--- src/rtl/flash_probe_pkg.sv ---
package flash_probe_pkg;

  typedef enum logic [2:0] {
    ST_LEAD,
    ST_XFER,
    ST_TAIL,
    ST_READY,
    ST_REJECT
  } probe_state_t;

  typedef enum logic [1:0] {
    PH_ID,
    PH_WREN,
    PH_WRSR
  } probe_phase_t;

  localparam logic [7:0] OP_READ_ID   = 8'h9F;
  localparam logic [7:0] OP_WRITE_EN  = 8'h06;
  localparam logic [7:0] OP_WRITE_SR  = 8'h01;
  localparam logic [7:0] FILL_BYTE    = 8'hFF;
  localparam logic [7:0] SR_CLEAR     = 8'h00;

  localparam logic [7:0] VENDOR_CODE  = 8'hEF;
  localparam int         NUM_FAMILIES = 4;
  localparam logic [7:0] FAMILY_CODES [NUM_FAMILIES] = '{8'h30, 8'h40, 8'h50, 8'h60};

  localparam logic [7:0] DENSITY_FIRST  = 8'h14;
  localparam int         DENSITY_STEPS  = 5;
  localparam int         BASE_SECT_LOG2 = 8;

  function automatic logic [1:0] phase_last(input probe_phase_t ph);
    case (ph)
      PH_ID:   return 2'd3;
      PH_WREN: return 2'd0;
      default: return 2'd2;
    endcase
  endfunction

  function automatic logic [7:0] phase_byte(input probe_phase_t ph, input logic [1:0] idx);
    case (ph)
      PH_ID:   return (idx == 2'd0) ? OP_READ_ID : FILL_BYTE;
      PH_WREN: return OP_WRITE_EN;
      default: return (idx == 2'd0) ? OP_WRITE_SR : SR_CLEAR;
    endcase
  endfunction

endpackage

--- src/rtl/flash_id_decode.sv ---
module flash_id_decode
  import flash_probe_pkg::*;
#(
  parameter int SECT_W = 13
) (
  input  logic [7:0]        vendor,
  input  logic [7:0]        family,
  input  logic [7:0]        density,
  output logic              accept,
  output logic [SECT_W-1:0] sectors
);

  localparam int MAX_LOG2 = BASE_SECT_LOG2 + DENSITY_STEPS - 1;

  logic [NUM_FAMILIES-1:0]  family_hit;
  logic [DENSITY_STEPS-1:0] density_hit;

  for (genvar g = 0; g < NUM_FAMILIES; g++) begin : g_family
    assign family_hit[g] = (family == FAMILY_CODES[g]);
  end

  for (genvar k = 0; k < DENSITY_STEPS; k++) begin : g_density
    assign density_hit[k] = (density == DENSITY_FIRST + 8'(k));
  end

  always_comb begin
    sectors = '0;
    for (int k = 0; k < DENSITY_STEPS; k++) begin
      if (density_hit[k] && (BASE_SECT_LOG2 + k) < SECT_W)
        sectors = sectors | (SECT_W'(1) << (BASE_SECT_LOG2 + k));
    end
    accept = (vendor == VENDOR_CODE) && (|family_hit) && (|density_hit)
             && (MAX_LOG2 < SECT_W);
    if (!accept)
      sectors = '0;
  end

endmodule

--- src/rtl/flash_probe_seq.sv ---
module flash_probe_seq
  import flash_probe_pkg::*;
#(
  parameter int LEAD_CYCLES = 2,
  parameter int SECT_W      = 13
) (
  input  logic              clk,
  input  logic              rst,
  input  logic              read_only,
  input  logic              xfer_done,
  input  logic [7:0]        xfer_rx,
  input  logic              id_accept,
  input  logic [SECT_W-1:0] id_sectors,
  output logic              xfer_req,
  output logic [7:0]        xfer_tx,
  output logic              flash_cs_n,
  output logic [7:0]        id_vendor,
  output logic [7:0]        id_family,
  output logic [7:0]        id_density,
  output logic              ready,
  output logic              unsupported,
  output logic [SECT_W-1:0] sector_count
);

  localparam int GAP_W = $clog2(LEAD_CYCLES + 1);
  localparam logic [GAP_W-1:0] GAP_END = GAP_W'(LEAD_CYCLES - 1);

  probe_state_t state;
  probe_phase_t phase;
  logic [1:0]       idx;
  logic             busy;
  logic [GAP_W-1:0] gap;

  always_ff @(posedge clk) begin
    if (rst) begin
      state        <= ST_LEAD;
      phase        <= PH_ID;
      idx          <= '0;
      busy         <= 1'b0;
      gap          <= '0;
      flash_cs_n   <= 1'b1;
      xfer_req     <= 1'b0;
      xfer_tx      <= '0;
      id_vendor    <= '0;
      id_family    <= '0;
      id_density   <= '0;
      ready        <= 1'b0;
      unsupported  <= 1'b0;
      sector_count <= '0;
    end else begin
      xfer_req <= 1'b0;
      case (state)
        ST_LEAD: begin
          if (gap == GAP_END) begin
            gap        <= '0;
            idx        <= '0;
            busy       <= 1'b0;
            flash_cs_n <= 1'b0;
            state      <= ST_XFER;
          end else begin
            gap <= gap + 1'b1;
          end
        end
        ST_XFER: begin
          if (!busy) begin
            xfer_req <= 1'b1;
            xfer_tx  <= phase_byte(phase, idx);
            busy     <= 1'b1;
          end else if (xfer_done) begin
            busy <= 1'b0;
            if (phase == PH_ID) begin
              case (idx)
                2'd1:    id_vendor  <= xfer_rx;
                2'd2:    id_family  <= xfer_rx;
                2'd3:    id_density <= xfer_rx;
                default: ;
              endcase
            end
            if (idx == phase_last(phase)) begin
              flash_cs_n <= 1'b1;
              state      <= ST_TAIL;
            end else begin
              idx <= idx + 1'b1;
            end
          end
        end
        ST_TAIL: begin
          case (phase)
            PH_ID: begin
              if (!id_accept) begin
                unsupported <= 1'b1;
                state       <= ST_REJECT;
              end else if (read_only) begin
                ready        <= 1'b1;
                sector_count <= id_sectors;
                state        <= ST_READY;
              end else begin
                phase <= PH_WREN;
                state <= ST_LEAD;
              end
            end
            PH_WREN: begin
              phase <= PH_WRSR;
              state <= ST_LEAD;
            end
            default: begin
              ready        <= 1'b1;
              sector_count <= id_sectors;
              state        <= ST_READY;
            end
          endcase
        end
        default: ;
      endcase
    end
  end

endmodule

--- src/rtl/flash_probe.sv ---
module flash_probe
  import flash_probe_pkg::*;
#(
  parameter int LEAD_CYCLES = 2,
  parameter int SECT_W      = 13
) (
  input  logic              clk,
  input  logic              rst,
  input  logic              read_only,
  output logic              xfer_req,
  output logic [7:0]        xfer_tx,
  input  logic              xfer_done,
  input  logic [7:0]        xfer_rx,
  output logic              flash_cs_n,
  output logic              ready,
  output logic              unsupported,
  output logic [SECT_W-1:0] sector_count
);

  logic [7:0]        id_vendor;
  logic [7:0]        id_family;
  logic [7:0]        id_density;
  logic              id_accept;
  logic [SECT_W-1:0] id_sectors;

  flash_id_decode #(.SECT_W(SECT_W)) u_decode (
    .vendor  (id_vendor),
    .family  (id_family),
    .density (id_density),
    .accept  (id_accept),
    .sectors (id_sectors)
  );

  flash_probe_seq #(.LEAD_CYCLES(LEAD_CYCLES), .SECT_W(SECT_W)) u_seq (
    .clk          (clk),
    .rst          (rst),
    .read_only    (read_only),
    .xfer_done    (xfer_done),
    .xfer_rx      (xfer_rx),
    .id_accept    (id_accept),
    .id_sectors   (id_sectors),
    .xfer_req     (xfer_req),
    .xfer_tx      (xfer_tx),
    .flash_cs_n   (flash_cs_n),
    .id_vendor    (id_vendor),
    .id_family    (id_family),
    .id_density   (id_density),
    .ready        (ready),
    .unsupported  (unsupported),
    .sector_count (sector_count)
  );

endmodule

--- config.mk ---
export PLATFORM = sky130hd
export DESIGN_NAME = flash_probe
export DESIGN_NICKNAME = d
export VERILOG_FILES = /design/src/rtl/flash_probe_pkg.sv /design/src/rtl/flash_id_decode.sv /design/src/rtl/flash_probe_seq.sv /design/src/rtl/flash_probe.sv
export SDC_FILE = /design/constraint.sdc
export NUM_CORES = 1
export LEC_CHECK = 0
export ABC_CLOCK_PERIOD_IN_PS = 4500
export BUFFER_PORTS_ARGS = -buffer_cell sky130_fd_sc_hd__buf_2
export CORE_MARGIN = 4
export CORE_UTILIZATION = 58
export CTS_CLUSTER_DIAMETER = 120
export DETAILED_ROUTE_END_ITERATION = 8
export GPL_TIMING_DRIVEN = 1
export MAX_ROUTING_LAYER = met4
export PLACE_DENSITY_LB_ADDON = 0.2
export SLEW_MARGIN = 5
export SYNTH_ARGS = -nofsm -noshare
export SYNTH_HDL_FRONTEND = slang
export SYNTH_SLANG_ARGS = --single-unit
--- constraint.sdc ---
create_clock -name clk -period 4.5 [get_ports clk]
set_clock_uncertainty 0.2 [all_clocks]
set_input_delay 0.675 -clock clk [delete_from_list [all_inputs] [get_ports clk]]
set_output_delay 0.675 -clock clk [all_outputs]
set_load 0.03 [all_outputs]
==> flow_metrics.py <==
metrics = {
    "floorplanning": {
        "rows": 21,
        "start_util_pct": 62.70,
        "fp.dieW_um": 69.23,
        "die_area_um2": 4793,
        "io_pins": 37,
        "fp.dieH_um": 69.23,
        "core_um2": 3468,
    },
    "logic_synthesis": {
        "syn_inst": 263,
        "yosysSeqAreaShare_pct": 43.27,
        "synth_cell_type_count": 49,
        "async_reset_ff_share_pct": 0,
        "syn_area_per_cell_um2": 8.268,
        "yosys_register_bits": 47,
        "syn_area_um2": 2175,
        "yosysWarnings": 0,
        "synth-main-ff-cell": "dfxtp_1",
        "synth_enable_flop_cells": 0,
    },
    "layout": {
        "ff_latch_area_um2": 940.9,
        "fill_cells": 314,
        "diodes": 0,
        "final_core_util_pct": 67.35,
        "final_cell_area_um2": 2336,
        "drive_above_1_share_pct": 16.55,
        "syn2layout_area_growth_pct": 7.422,
        "nets": 293,
        "multiInputGateArea_um2": 1059,
        "final_cells": 324,
    },
    "placed_design": {
        "numPortBuffers": 28,
        "place.gp.congestion": 0.8749,
        "placedInstanceArea_um2": 2223,
        "dp.cells": 316,
        "dpl_worst_slack_ps": 1919,
        "dp_hpwl_um": 2960,
    },
    "detailed_routing": {
        "vias_per_cell": 5.367,
        "drc": 0,
        "ant_nets": 0,
        "wirelength_um": 4197,
        "wire_per_inst_um": 12.95,
        "dr_total_vias": 1739,
        "drtPass1Iterations": 4,
        "drtIter0Drc": 159,
    },
    "setup_path": {
        "crit_path_max_incr_delay_ps": 800,
        "crit_arrival_ps": 2570,
        "crit_path_top_delay_cell": "and3_1",
        "regToRegEndpoint": "u_seq.id_vendor[3]",
        "crit_path_max_fanout": 27,
        "required_ps": 4450,
        "path_cells": "nor3b_1 > and3_1 > nand2_1 > nand2_1 > a21oi_1",
        "cpMostUsedCell": "nand2_1",
        "r2r-start": "u_seq.state[0]",
        "worstSetupStartpointType": "flip-flop",
        "r2r_cells": 5,
        "r2r_slack_ps": 1890,
        "critPathKind": "reg2reg",
        "end_kind": "flip-flop",
    },
    "job": {
        "cap_violations": 0,
    },
    "pwr": {
        "total_power_mw": 0.8484,
        "p_leak_nw": 0.8463,
        "ir_drop_v": 0.0002119,
        "powerDensity_nw_per_um2": 363.2,
    },
    "timing": {
        "whs_ps": 240.3,
        "hold_viol_final": 0,
        "fin_crit_ps": 2614,
        "period_share_pct": 58.10,
        "tns_ps": 0,
        "tightest_slew_ps": 895.2,
        "relSlewSlack_pct": 40.32,
        "rsz0062_at_grt": "false",
        "clock.fmax_ghz": 0.3825,
        "setup_viol": 0,
        "setup_ws_ps": 1886,
        "final_max_slew_viol_count": 0,
    },
    "grt": {
        "antenna_found_initial": 0,
        "grt_pass1_vias": 1484,
        "grt_use_total_pct": 18.57,
        "grt_pass1_wl_um": 7072,
        "grt_overflow_total": 0,
        "grt_start_max_net_pins": 54,
    },
    "clocking": {
        "clkSinkCount": 47,
        "cts_resized": 0,
        "cts_max_level": 2,
        "cts_root_buf": "clkbuf_8",
        "tritoncts": "built",
        "insertion_delay_ps": 310,
        "clock_tree.buffer_depth": 2,
        "clkTransAtPathRegs_ps": 80,
        "postCtsSetupBuffers": 0,
        "ctsHoldBuffers": 0,
        "cts_made_buffers": 5,
    },
    "min_path": {
        "holdPathStages": 2,
        "min_from": "u_seq.gap[1]",
        "min_path_type": "reg2reg",
        "worstHoldEndpoint": "u_seq.gap[1]",
    },
    "outcome": {
        "outcome": "finished clean",
    },
}
-- synth_stat cells, drive strengths merged (2+ instances only) --
cell type	n	share of area, %
a21oi	36	8.3
a311oi	2	0.81
and2b	2	0.81
buf	16	5.5
clkbuf	12	2.5
dfxtp	47	43
ha	4	2.3
inv	7	1.2
mux2	2	1.2
nand2	38	6.6
nand2b	3	0.86
nand3	26	6.2
nor2	20	3.5
nor2b	3	0.86
nor3	4	0.92
nor4	4	1.8
o21ai	6	1.4
or2	2	0.58
or3	2	0.58
or4	4	1.4
or4b	2	1.3
xnor2	2	0.81
-- flip-flops by register name, summed over array words and instances, names as in the netlist --
name                cells
u_seq.id_density        8
u_seq.id_family         8
u_seq.id_vendor         8
u_seq.sector_count      5
u_seq.xfer_tx           4
u_seq.state             3
u_seq.gap               2
u_seq.idx               2
u_seq.phase             2
u_seq.busy              1
u_seq.flash_cs_n        1
u_seq.ready             1
u_seq.unsupported       1
u_seq.xfer_req          1
-- layout by cell type (no fill, tap or decap), drive strengths merged, types with 3 or more instances in the layout --
cell type	instances
nor4	4
or4	4
conb	8
ha	4
dfxtp	47
nand3	26
nor3	4
nand2	38
o21ai	6
nand2b	3
buf	28
clkbuf	5
a21oi	36
nor2	20
inv	7
nor2b	3
-- area by class of cell --
class | count | area share, %
Sequential cell | 47 | 40.28
Inverter | 7 | 1.125
Clock buffer | 5 | 2.946
Clock inverter | 3 | 1.875
Timing Repair Buffer | 28 | 5.999
Tap cell | 46 | 2.464
Multi-Input combinational cell | 188 | 45.31
-- cells by family (layout without fill, tap and decap cells) --
logic type | Yosys count | in the layout | share of synthesized area (%)
buf+inv | 35 | 43 | 9.264
other cells | 1 | 8 | 0.1724
simple gates | 115 | 115 | 27.04
fa+ha+maj | 4 | 4 | 2.302
compound gates | 56 | 56 | 15.48
flops | 47 | 47 | 43.27
xor+xnor | 2 | 2 | 0.8057
mux | 3 | 3 | 1.668
-- report_power, final --
part / internal (mW) / switching (mW)
logic: 0.0308 / 0.0722
clock network: 0.165 / 0.143
registers: 0.428 / 0.00875
total: 0.624 / 0.224
-- worst max-delay path: cells and delay by family, from the launching register on --
kind / cells / cell delay (ps)
simple gates: 4 / 1790
flops: 1 / 400
compound gates: 1 / 70
-- worst max path at each step --
stage	slack (ps)	cells after the start	end	start
final	1890	5	u_seq.id_vendor[3]	u_seq.state[0]
after global routing	1570	5	u_seq.id_vendor[3]	u_seq.state[1]
after CTS	1920	5	u_seq.id_vendor[3]	u_seq.state[0]
after detailed placement	1920	5	u_seq.id_vendor[3]	u_seq.state[0]
after global placement	1980	6	u_seq.id_vendor[3]	xfer_done
after floorplan	2250	6	u_seq.sector_count[10]	u_seq.id_density[5]
-- per-layer routing --
layer / wire, µm / up-vias / share of wire, % / GRT usage, %
li1: - / 919 / - / -
met4: 66 / 0 / 1.6 / 6.508
met3: 183 / 5 / 4.4 / 5.362
met2: 1836 / 36 / 44 / 25.32
met5: 0 / - / 0 / -
met1: 2111 / 779 / 50 / 26.01
(Power assumes the default switching activity.)
